`src/rtl/spi_wcr_pkg.sv`:
```
package spi_wcr_pkg;
  localparam int unsigned WORD_W = 16;
  localparam logic [WORD_W-1:0] SIGNATURE = 16'h1122;
  typedef enum logic [1:0] {PH_REGION, PH_CTRL, PH_DATA, PH_DONE} phase_e;
endpackage

```
`src/rtl/spi_wcr_sync.sv`:
```
module spi_wcr_sync #(
  parameter int unsigned SYNC_STAGES = 2
) (
  input  logic clk_i,
  input  logic rst_ni,
  input  logic sck_i,
  input  logic cs_ni,
  input  logic mosi_i,
  output logic sck_rise_o,
  output logic sck_fall_o,
  output logic cs_act_o,
  output logic cs_start_o,
  output logic mosi_o
);
  localparam int unsigned S = (SYNC_STAGES < 2) ? 2 : SYNC_STAGES;

  logic [S:0]   sck_p;
  logic [S:0]   cs_p;
  logic [S-1:0] mosi_p;

  always_ff @(posedge clk_i or negedge rst_ni) begin
    if (!rst_ni) begin
      sck_p  <= '0;
      cs_p   <= '1;
      mosi_p <= '0;
    end else begin
      sck_p  <= {sck_p[S-1:0], sck_i};
      cs_p   <= {cs_p[S-1:0], cs_ni};
      mosi_p <= {mosi_p[S-2:0], mosi_i};
    end
  end

  assign sck_rise_o = sck_p[S-1] & ~sck_p[S];
  assign sck_fall_o = ~sck_p[S-1] & sck_p[S];
  assign cs_act_o   = ~cs_p[S-1];
  assign cs_start_o = ~cs_p[S-1] & cs_p[S];
  assign mosi_o     = mosi_p[S-1];
endmodule

```
`src/rtl/spi_wcr_shifter.sv`:
```
module spi_wcr_shifter
  import spi_wcr_pkg::*;
(
  input  logic              clk_i,
  input  logic              rst_ni,
  input  logic              cs_act_i,
  input  logic              cs_start_i,
  input  logic              sck_rise_i,
  input  logic              sck_fall_i,
  input  logic              mosi_i,
  input  logic [WORD_W-1:0] start_word_i,
  input  logic [WORD_W-1:0] load_word_i,
  output logic              word_done_o,
  output logic [WORD_W-1:0] rx_word_o,
  output logic [WORD_W-1:0] tx_q_o
);
  localparam int unsigned CW = $clog2(WORD_W);
  localparam logic [CW-1:0] LAST = CW'(WORD_W - 1);

  logic [CW-1:0]     bit_cnt;
  logic [WORD_W-2:0] rx_sr;
  logic [WORD_W-1:0] tx_q;

  always_ff @(posedge clk_i or negedge rst_ni) begin
    if (!rst_ni) begin
      bit_cnt <= '0;
      rx_sr   <= '0;
      tx_q    <= '0;
    end else if (cs_start_i) begin
      bit_cnt <= '0;
      rx_sr   <= '0;
      tx_q    <= start_word_i;
    end else if (!cs_act_i) begin
      bit_cnt <= '0;
    end else begin
      if (sck_rise_i) begin
        rx_sr   <= {rx_sr[WORD_W-3:0], mosi_i};
        bit_cnt <= (bit_cnt == LAST) ? '0 : bit_cnt + 1'b1;
      end
      // word boundary: next word enters on the fall after the last rise
      if (sck_fall_i) begin
        tx_q <= (bit_cnt == '0) ? load_word_i : {tx_q[WORD_W-2:0], 1'b0};
      end
    end
  end

  assign word_done_o = cs_act_i & ~cs_start_i & sck_rise_i & (bit_cnt == LAST);
  assign rx_word_o   = {rx_sr, mosi_i};
  assign tx_q_o      = tx_q;
endmodule

```
`src/rtl/spi_wcr_ctrl.sv`:
```
module spi_wcr_ctrl
  import spi_wcr_pkg::*;
#(
  parameter int unsigned NUM_REGIONS  = 4,
  parameter int unsigned REGION_DEPTH = 16
) (
  input  logic                          clk_i,
  input  logic                          rst_ni,
  input  logic                          cs_act_i,
  input  logic                          word_done_i,
  input  logic [WORD_W-1:0]             rx_word_i,
  input  logic [NUM_REGIONS*WORD_W-1:0] mem_rdata_i,
  output logic [WORD_W-1:0]             load_word_o,
  output phase_e                        phase_o,
  output logic                          err_o,
  output logic [NUM_REGIONS-1:0]        mem_sel_o,
  output logic                          mem_we_o,
  output logic [$clog2(REGION_DEPTH)-1:0] mem_addr_o,
  output logic [WORD_W-1:0]             mem_wdata_o
);
  localparam int unsigned AW    = $clog2(REGION_DEPTH);
  localparam int unsigned RW    = (NUM_REGIONS > 1) ? $clog2(NUM_REGIONS) : 1;
  localparam int unsigned LEN_W = WORD_W - 1;

  phase_e             phase_q;
  logic [RW-1:0]      reg_q;
  logic               reg_ok_q;
  logic               wr_q;
  logic [LEN_W-1:0]   left_q;
  logic [LEN_W-1:0]   idx_q;
  logic               err_q;
  logic [NUM_REGIONS-1:0] sel_q;
  logic               we_q;
  logic [AW-1:0]      addr_q;
  logic [WORD_W-1:0]  wdata_q;
  logic               pend_q;
  logic [WORD_W-1:0]  rd_q;

  logic               region_ok;
  logic [WORD_W-1:0]  rdata_sel;

  assign region_ok = rx_word_i < WORD_W'(NUM_REGIONS);
  assign rdata_sel = mem_rdata_i[reg_q*WORD_W +: WORD_W];

  always_ff @(posedge clk_i or negedge rst_ni) begin
    if (!rst_ni) begin
      phase_q  <= PH_REGION;
      reg_q    <= '0;
      reg_ok_q <= 1'b0;
      wr_q     <= 1'b0;
      left_q   <= '0;
      idx_q    <= '0;
      err_q    <= 1'b0;
      sel_q    <= '0;
      we_q     <= 1'b0;
      addr_q   <= '0;
      wdata_q  <= '0;
      pend_q   <= 1'b0;
      rd_q     <= '0;
    end else begin
      sel_q  <= '0;
      we_q   <= 1'b0;
      pend_q <= (|sel_q) & ~we_q;
      if (pend_q) rd_q <= rdata_sel;

      if (!cs_act_i) begin
        phase_q <= PH_REGION;
      end else if (word_done_i) begin
        unique case (phase_q)
          PH_REGION: begin
            reg_q    <= rx_word_i[RW-1:0];
            reg_ok_q <= region_ok;
            if (!region_ok) err_q <= 1'b1;
            phase_q  <= PH_CTRL;
          end
          PH_CTRL: begin
            wr_q   <= rx_word_i[WORD_W-1];
            left_q <= rx_word_i[LEN_W-1:0];
            idx_q  <= '0;
            if (rx_word_i[LEN_W-1:0] == '0) begin
              phase_q <= PH_DONE;
            end else begin
              phase_q <= PH_DATA;
              if (!rx_word_i[WORD_W-1] && reg_ok_q) begin
                sel_q  <= NUM_REGIONS'(1) << reg_q;
                addr_q <= '0;
              end
            end
          end
          PH_DATA: begin
            if (wr_q && reg_ok_q) begin
              sel_q   <= NUM_REGIONS'(1) << reg_q;
              we_q    <= 1'b1;
              addr_q  <= idx_q[AW-1:0];
              wdata_q <= rx_word_i;
            end
            left_q <= left_q - 1'b1;
            idx_q  <= idx_q + 1'b1;
            if (left_q == LEN_W'(1)) begin
              phase_q <= PH_DONE;
            end else if (!wr_q && reg_ok_q) begin
              // prefetch the next read word
              sel_q  <= NUM_REGIONS'(1) << reg_q;
              addr_q <= AW'(idx_q + 1'b1);
            end
          end
          default: ;
        endcase
      end
    end
  end

  always_comb begin
    unique case (phase_q)
      PH_REGION: load_word_o = SIGNATURE;
      PH_DATA:   load_word_o = wr_q ? SIGNATURE : (reg_ok_q ? rd_q : '0);
      default:   load_word_o = '0;
    endcase
  end

  assign phase_o     = phase_q;
  assign err_o       = err_q;
  assign mem_sel_o   = sel_q;
  assign mem_we_o    = we_q;
  assign mem_addr_o  = addr_q;
  assign mem_wdata_o = wdata_q;
endmodule

```
`src/rtl/spi_word_responder.sv`:
```
module spi_word_responder
  import spi_wcr_pkg::*;
#(
  parameter int unsigned NUM_REGIONS  = 4,
  parameter int unsigned REGION_DEPTH = 16,
  parameter int unsigned SYNC_STAGES  = 2
) (
  input  logic                            clk_i,
  input  logic                            rst_ni,
  input  logic                            sck_i,
  input  logic                            cs_ni,
  input  logic                            mosi_i,
  output logic                            miso_o,
  output logic                            err_o,
  output logic [NUM_REGIONS-1:0]          mem_sel_o,
  output logic                            mem_we_o,
  output logic [$clog2(REGION_DEPTH)-1:0] mem_addr_o,
  output logic [15:0]                     mem_wdata_o,
  input  logic [NUM_REGIONS*16-1:0]       mem_rdata_i
);
  logic sck_rise, sck_fall, cs_act, cs_start, mosi_s, word_done;
  logic [WORD_W-1:0] rx_word, tx_q, load_word;
  phase_e phase;

  spi_wcr_sync #(.SYNC_STAGES(SYNC_STAGES)) i_sync (
    .clk_i      (clk_i),
    .rst_ni     (rst_ni),
    .sck_i      (sck_i),
    .cs_ni      (cs_ni),
    .mosi_i     (mosi_i),
    .sck_rise_o (sck_rise),
    .sck_fall_o (sck_fall),
    .cs_act_o   (cs_act),
    .cs_start_o (cs_start),
    .mosi_o     (mosi_s)
  );

  spi_wcr_shifter i_shifter (
    .clk_i        (clk_i),
    .rst_ni       (rst_ni),
    .cs_act_i     (cs_act),
    .cs_start_i   (cs_start),
    .sck_rise_i   (sck_rise),
    .sck_fall_i   (sck_fall),
    .mosi_i       (mosi_s),
    .start_word_i (SIGNATURE),
    .load_word_i  (load_word),
    .word_done_o  (word_done),
    .rx_word_o    (rx_word),
    .tx_q_o       (tx_q)
  );

  spi_wcr_ctrl #(
    .NUM_REGIONS  (NUM_REGIONS),
    .REGION_DEPTH (REGION_DEPTH)
  ) i_ctrl (
    .clk_i       (clk_i),
    .rst_ni      (rst_ni),
    .cs_act_i    (cs_act),
    .word_done_i (word_done),
    .rx_word_i   (rx_word),
    .mem_rdata_i (mem_rdata_i),
    .load_word_o (load_word),
    .phase_o     (phase),
    .err_o       (err_o),
    .mem_sel_o   (mem_sel_o),
    .mem_we_o    (mem_we_o),
    .mem_addr_o  (mem_addr_o),
    .mem_wdata_o (mem_wdata_o)
  );

  assign miso_o = cs_act & tx_q[WORD_W-1];
endmodule

```
`config.mk`:
```
export PLATFORM = sky130hd
export DESIGN_NAME = spi_word_responder
export DESIGN_NICKNAME = d
export VERILOG_FILES = /design/src/rtl/spi_wcr_pkg.sv /design/src/rtl/spi_wcr_sync.sv /design/src/rtl/spi_wcr_shifter.sv /design/src/rtl/spi_wcr_ctrl.sv /design/src/rtl/spi_word_responder.sv
export SDC_FILE = /design/constraint.sdc
export NUM_CORES = 1
export LEC_CHECK = 0
export ABC_AREA = 1
export BUFFER_PORTS_ARGS = -buffer_cell sky130_fd_sc_hd__buf_2
export CAP_MARGIN = 30
export CORE_ASPECT_RATIO = 1.2
export CORE_MARGIN = 2
export CORE_UTILIZATION = 50
export CTS_CLUSTER_DIAMETER = 100
export DETAILED_ROUTE_END_ITERATION = 7
export PLACE_DENSITY = 0.83
export SYNTH_ARGS = -nofsm -noshare
export SYNTH_HDL_FRONTEND = slang
export SYNTH_SLANG_ARGS = --single-unit
```
`constraint.sdc`:
```
create_clock -name clk_i -period 1.45 [get_ports clk_i]
set_input_delay 0.29 -clock clk_i [delete_from_list [all_inputs] [get_ports clk_i]]
set_output_delay 0.29 -clock clk_i [all_outputs]
set_load 0.02 [all_outputs]
```
==> results of run 1 <==
[routing by layer]
layer  up-vias  share of wire  track usage  wire length, µm
li1       2702              -            -                -
met1      2630           0.38        0.296             5900
met2       243           0.51        0.433             7920
met3        63          0.056       0.0526              861
met4         0          0.046        0.106              706
met5         -              0            0                0
[cell type report]
type / instances / area, µm² / share of cell area
Sequential cell: 111 / 2780 / 0.371
Clock inverter: 6 / 57.6 / 0.00768
Clock buffer: 10 / 229 / 0.0306
Inverter: 76 / 297 / 0.0396
Timing Repair Buffer: 183 / 1260 / 0.168
Tap cell: 132 / 165 / 0.0220
Multi-Input combinational cell: 519 / 2700 / 0.361
[what timing repair did]
item / 4_1_cts / 5_1_grt
hold buffers: 1 / 0
pin swaps: 0 / 10
setup endpoints to repair: 54 / 70
setup buffers: 1 / 11
resized for setup: 23 / 98
hold endpoints to repair: 26 / 0
[cells in the mapped netlist (5+ instances only)]
| cell type | instances | area share |
|---|---|---|
| a21oi_1 | 18 | 0.016 |
| a22oi_1 | 8 | 0.011 |
| a41oi_1 | 5 | 0.0078 |
| buf_2 | 13 | 0.012 |
| clkbuf_1 | 6 | 0.0040 |
| dfrtp_1 | 108 | 0.48 |
| ha_1 | 8 | 0.018 |
| inv_1 | 71 | 0.047 |
| nand2_1 | 252 | 0.17 |
| nand3_1 | 38 | 0.034 |
| nand4_1 | 11 | 0.012 |
| nor2_1 | 60 | 0.040 |
| o21ai_0 | 44 | 0.039 |
| o21ai_1 | 19 | 0.017 |
| o21ai_2 | 6 | 0.0093 |
| o22ai_1 | 17 | 0.019 |
[worst min path at each step]
stage | slack, ns | endpoint | cells after the start | from
detailed placement | 0.26 | i_ctrl.mem_wdata_o[11] | 1 | rst_ni
finish | 0.02 | i_sync.cs_p[0] | 1 | cs_ni
global placement | 0.25 | i_ctrl.mem_wdata_o[7] | 1 | rst_ni
floorplan | -0.006 | i_ctrl.err_o | 0 | rst_ni
global route | 0.01 | i_sync.cs_p[0] | 1 | cs_ni
CTS | 0.01 | i_sync.cs_p[0] | 1 | cs_ni
[cells in the final DEF (no fill, tap or decap), types with 2 or more instances in the layout]
cell type / instances
a21oi_1: 8
a21oi_2: 9
a22oi_1: 7
a31oi_1: 4
a41oi_1: 5
buf_12: 5
buf_2: 93
buf_4: 71
buf_6: 12
clkbuf_16: 9
clkinv_4: 2
clkinvlp_4: 2
dfrtp_1: 107
dfstp_2: 3
ha_1: 3
ha_2: 2
ha_4: 3
inv_1: 63
inv_2: 9
nand2_1: 233
nand2_2: 19
nand2_4: 3
nand3_1: 38
nand3_2: 2
nand3b_1: 2
nand4_1: 11
nor2_1: 43
nor2_2: 15
nor2_4: 9
nor3_1: 3
o211ai_1: 4
o21ai_0: 23
o21ai_1: 35
o21ai_2: 11
o22ai_1: 16
xor2_1: 2
[state kept, by name (all words and copies together), names as in the netlist, 2 cells and up]
name / cells
i_ctrl.left_q: 15
i_ctrl.idx_q: 4
i_shifter.bit_cnt: 4
i_ctrl.reg_q: 2
i_sync.mosi_p: 2
i_sync.cs_p: 3
i_ctrl.phase_o: 2
i_ctrl.mem_addr_o: 4
i_ctrl.rd_q: 16
i_ctrl.mem_wdata_o: 16
i_shifter.rx_sr: 15
i_sync.sck_p: 3
i_ctrl.mem_sel_o: 4
i_shifter.tx_q_o: 16
[stage by stage]
| step | area (µm²) | setup TNS (ns) |
|---|---|---|
| 3_5_place_dp | 6780 | -1.84 |
| 2_1_floorplan | 5640 | 0 |
| 6_report | 7490 | -1.89 |
| 4_1_cts | 7160 | -0.0487 |
| 3_3_place_gp | 6780 | -0.677 |
| 5_1_grt | 7490 | -5.37 |
[worst max-delay path, cell delays in order (launching register included)]
cell	delay (ns)
dfrtp_1	0.40
inv_2	0.11
ha_4	0.15
inv_2	0.03
nor2_1	0.12
nand2_1	0.09
nor2_2	0.15
nand3_1	0.08
nand2_1	0.07
nand2_1	0.07
nand2_2	0.13
nor2_1	0.06
[report_power, final]
part / switching [mW] / internal (mW) / leakage, nW
registers: 0.0126 / 3.11 / 1.42
clock network: 1.21 / 1.20 / 0.137
logic: 0.189 / 0.151 / 2.23
total: 1.41 / 4.46 / 3.79
[cell families after synthesis]
kind of cell               synth area share
and+or+nand+nor                       0.282
DFF                                   0.493
buffers and inverters                0.0721
AOI/OAI and AO/OA                     0.130
adders and majority gates            0.0178
xor gates and xnor gates            0.00466
==> flow_summary.ini, run 1 <==
[global_routing]
grt_pass1_vias = 5394
grt_max_degree = 34
grt_pass1_wl_um = 24100
antenna_found_initial = 0
grtUsageTotal = 0.249
overflow = 0

[synthesis]
synth-edff-count = 0
ys_ff_latch = 111
avgSynthCellArea_um2 = 7.72
ys_types = 36
yosys_warnings = 0
yosys_most_used_dff = dfrtp_1
synth_nets = 807
ys_seq_area_frac = 0.493
synth_area_um2 = 5640
netlist_instances = 730
synthArstFlopShare = 1.00

[final_layout]
n_antenna_cell = 0
fillers = 814
syn_to_final_growth_pct = 32.9
nNetsFinal = 977
fin_cells = 1037
utilization = 0.679
layout-drive-gt1-share = 0.322

[sta]
maxSlewViolCount = 0
fmax_ghz = 0.632
setup-violations-final = 44
fin_crit_sh = 1.09
max-slew-margin-rel = 0.709
finClkSkew_ns = 0.0133
hold_slack_ns = 0.0185
rsz0062_at_grt = true
setup_ws_ns = -0.131
hold_viol = 0
period_needed_ns = 1.58
worst-slew-pin-transition_ns = 0.436

[die]
io_pins = 96
die_area_um2 = 12100
floorplan.initialDensity = 0.511
core.rowCount = 42
die_y_um = 120
die_w_um = 101
core_area_um2 = 11000

[route]
vias = 5638
finalWirelength_um = 15400
vias_per_cell = 5.44
drt-initial-drc-count = 292
ant_nets = 0
dr.pass1.iters = 5
drc = 0
post_drt_wl_per_cell_um = 14.8

[placement]
placed_cells = 1008
portBuffers = 95
dp_hpwl_um = 10600
place_ws_ns = -0.132
globalplace.congestion = 0.884

[min_path]
hold_path_class = primary input to flop

[critical_path]
reg2reg_to = i_ctrl.mem_sel_o[3]
r2r_setup_slack_ns = -0.13
critPathLaunch = i_ctrl.left_q[1]
endpoint_kind = flop
endpoint = i_ctrl.mem_sel_o[3]
arrival_ns = 1.83
worstSetupPathType = flop to flop
critical_path_peak_fanout = 4
start_kind = flop
rr_worst_depth = 11
worstReg2RegStart = i_ctrl.left_q[1]
required_ns = 1.70

[power_and_ir_drop]
p_per_area_nw_per_um2 = 783
vdd_ir_drop_max_mv = 0.661
power_mw = 5.87
leakage_nw = 3.79

[cts]
cts-root-buf = clkbuf_16
path_clk_slew_ns = 0.08
numClockSinks = 111
numCtsBuffers = 9
insertion_delay_ns = 0.36
cts.path.max_buffers = 2
h-tree-depth = 3
cts_tree = built

[run]
max-cap-violations = 0

[run_status]
violations = negative setup slack
status = complete, but fails checks
Note: power is estimated with default switching activity, not from simulation.
==> run 2: changes to the inputs <==
--- a/config.mk
+++ b/config.mk
@@ -5,15 +5,16 @@
 export SDC_FILE = /design/constraint.sdc
 export NUM_CORES = 1
 export LEC_CHECK = 0
-export ABC_AREA = 1
 export BUFFER_PORTS_ARGS = -buffer_cell sky130_fd_sc_hd__buf_2
 export CAP_MARGIN = 30
+export CELL_PAD_IN_SITES_DETAIL_PLACEMENT = 0
+export CELL_PAD_IN_SITES_GLOBAL_PLACEMENT = 1
 export CORE_ASPECT_RATIO = 1.2
 export CORE_MARGIN = 2
-export CORE_UTILIZATION = 50
+export CORE_UTILIZATION = 40
 export CTS_CLUSTER_DIAMETER = 100
 export DETAILED_ROUTE_END_ITERATION = 7
-export PLACE_DENSITY = 0.83
+export PLACE_DENSITY = 0.84
 export SYNTH_ARGS = -nofsm -noshare
 export SYNTH_HDL_FRONTEND = slang
 export SYNTH_SLANG_ARGS = --single-unit
==> flow_summary.ini, run 2 <==
[route]
finalWirelength_um = 15900
post_drt_wl_per_cell_um = 18.9
vias_per_cell = 5.67
drc = 0
drt-initial-drc-count = 177
vias = 4768
ant_nets = 0
dr.pass1.iters = 4

[cts]
insertion_delay_ns = 0.37
cts.path.max_buffers = 2
numClockSinks = 111
cts_tree = built
h-tree-depth = 3
path_clk_slew_ns = 0.07
numCtsBuffers = 9
cts-root-buf = clkbuf_16

[synthesis]
avgSynthCellArea_um2 = 11.6
ys_types = 56
yosys-top-cells-count = 108 x dfrtp_1, 37 x mux2_2, 36 x nand2_1, 30 x o21ai_0, 21 x clkbuf_1
yosys-top-cells-area = dfrtp_1 50%, mux2_2 7.7%, mux4_2 6.6%, o21ai_0 2.8%, nand2_1 2.5%
synthArstFlopShare = 1.00
synth_nets = 546
ys_seq_area_frac = 0.511
synth.largest_area_cell = dfrtp_1
yosys_most_used_dff = dfrtp_1
yosys_warnings = 0
synth_most_common_cell = dfrtp_1
synth_top_area_share = 0.497
netlist_instances = 469
synth_area_um2 = 5440
synth-edff-count = 0
ys_ff_latch = 111

[critical_path]
endpoint_kind = flop
critical_path_peak_fanout = 3
rr_worst_depth = 5
r2r_setup_slack_ns = -0.32
critPathLaunch = i_sync.cs_p[2]
worstSetupPathType = flop to flop
required_ns = 1.70
worstReg2RegStart = i_sync.cs_p[2]
reg2reg_to = i_ctrl.left_q[14]
start_kind = flop
arrival_ns = 2.02

[sta]
hold_slack_ns = 0.0241
setup-violations-final = 96
fin_crit_sh = 1.22
fmax_ghz = 0.566
setup_ws_ns = -0.316
finClkSkew_ns = 0.0118
worst-slew-pin-transition_ns = 0.624
maxSlewViolCount = 0
period_needed_ns = 1.77
rsz0062_at_grt = true
hold_viol = 0
max-slew-margin-rel = 0.583

[global_routing]
grt_max_degree = 50
grtUsageTotal = 0.214
overflow = 0
grt_pass1_wl_um = 25000
grt_pass1_vias = 4984
antenna_found_initial = 0

[power_and_ir_drop]
vdd_ir_drop_max_mv = 0.682
p_per_area_nw_per_um2 = 739
power_mw = 5.93
leakage_nw = 3.77

[final_layout]
nNetsFinal = 745
layout_common_cells = 107 x dfrtp_1, 93 x buf_2, 88 x buf_4, 32 x nand2_1, 28 x mux2_4
fillers = 1057
syn_to_final_growth_pct = 47.6
layout-drive-gt1-share = 0.533
final_common_cell = dfrtp_1
fin_cells = 841
n_antenna_cell = 0

[min_path]
hold-path-endpoint = i_sync.cs_p[0]
hold_start = cs_ni
hold_path_class = primary input to flop
whs_path_depth = 1

[placement]
placed_cells = 796
globalplace.congestion = 0.819
place_ws_ns = -0.378
dp_hpwl_um = 10700
portBuffers = 95

[die]
core.rowCount = 46
io_pins = 96
floorplan.initialDensity = 0.411
die_area_um2 = 14600
core_area_um2 = 13200
die_w_um = 110
die_y_um = 132

[run_status]
violations = negative setup slack
status = complete, but fails checks

[run]
max-cap-violations = 0
run 2: cell types whose count changed after synthesis, sizes merged, moves of 7 or more:
| cell | delta |
|---|---|
| a22o | +15 |
| a2bb2oi | +7 |
| and3 | +7 |
| buf | -9 |
| clkbuf | +15 |
| inv | -60 |
| mux2 | +37 |
| mux4 | +16 |
| nand2 | -219 |
| nand3 | -33 |
| nor2 | -53 |
| nor3 | +14 |
| o21ai | -38 |
| o22ai | -12 |
run 2: layout make-up:
class	count	area, µm²	area share
clock buffer	11	243	0.0302
sequential	111	2780	0.347
timing repair buffer	218	1680	0.209
tap	168	210	0.0262
inverter	16	63.8	0.00795
clock inverter	5	40.0	0.00499
multi-input combinational	312	3010	0.375
run 2: metal layers:
metal  track usage  vias up  wire length, µm
met4         0.101        0              538
met2         0.387      148             8550
li1              -     2183                -
met3        0.0409       38              787
met1         0.243     2399             6060
met5             0        -                0
run 2: how the worst max path moves through the flow:
stage	end	slack, ns	depth (start not counted)
after floorplan	i_ctrl.mem_wdata_o[10]	-0.39	6
after global placement	i_ctrl.mem_sel_o[2]	-0.29	5
after detailed placement	i_ctrl.mem_sel_o[1]	-0.38	5
after CTS	i_shifter.tx_q_o[3]	-0.33	7
after global routing	i_ctrl.phase_o[1]	-0.40	7
final	i_ctrl.left_q[14]	-0.32	5
run 2: kinds of logic after synthesis:
group	Yosys count	share of synthesized area
compound gates	130	0.166
simple gates	117	0.118
flops	111	0.511
mux	54	0.145
buf+inv	46	0.0373
fa+ha+maj	8	0.0184
xor+xnor	3	0.00483
run 2: critical path, cell delays in order (launching register included):
cell     delay [ns]
dfstp_2        0.38
nor4b_4        0.32
buf_4          0.18
and3_4         0.18
mux2_2         0.32
a211o_1        0.26
run 2: power by group:
group	switching [mW]	total, mW	internal [mW]
clock network	1.18	2.40	1.23
logic	0.198	0.400	0.202
registers	0.0124	3.13	3.12
total	1.39	5.93	4.55
run 2: through the flow:
stage	TNS [ns]	utilization	cell area (µm²)
floorplan	-11.50	-	5690
global placement	-14.11	0.526	6960
detailed placement	-17.27	0.526	6960
CTS	-16.76	0.579	7660
global route	-25.21	0.607	8030
finish	-18.56	0.607	8030
run 2: timing repair:
| item | CTS | global route |
|---|---|---|
| buffers inserted | 10 | 17 |
| hold endpoints to repair | 9 | 0 |
| gates cloned | 3 | 0 |
| hold buffers | 1 | 0 |
| pin swaps | 10 | 24 |
| endpoints found under the setup margin | 84 | 101 |
| resized for setup | 54 | 69 |
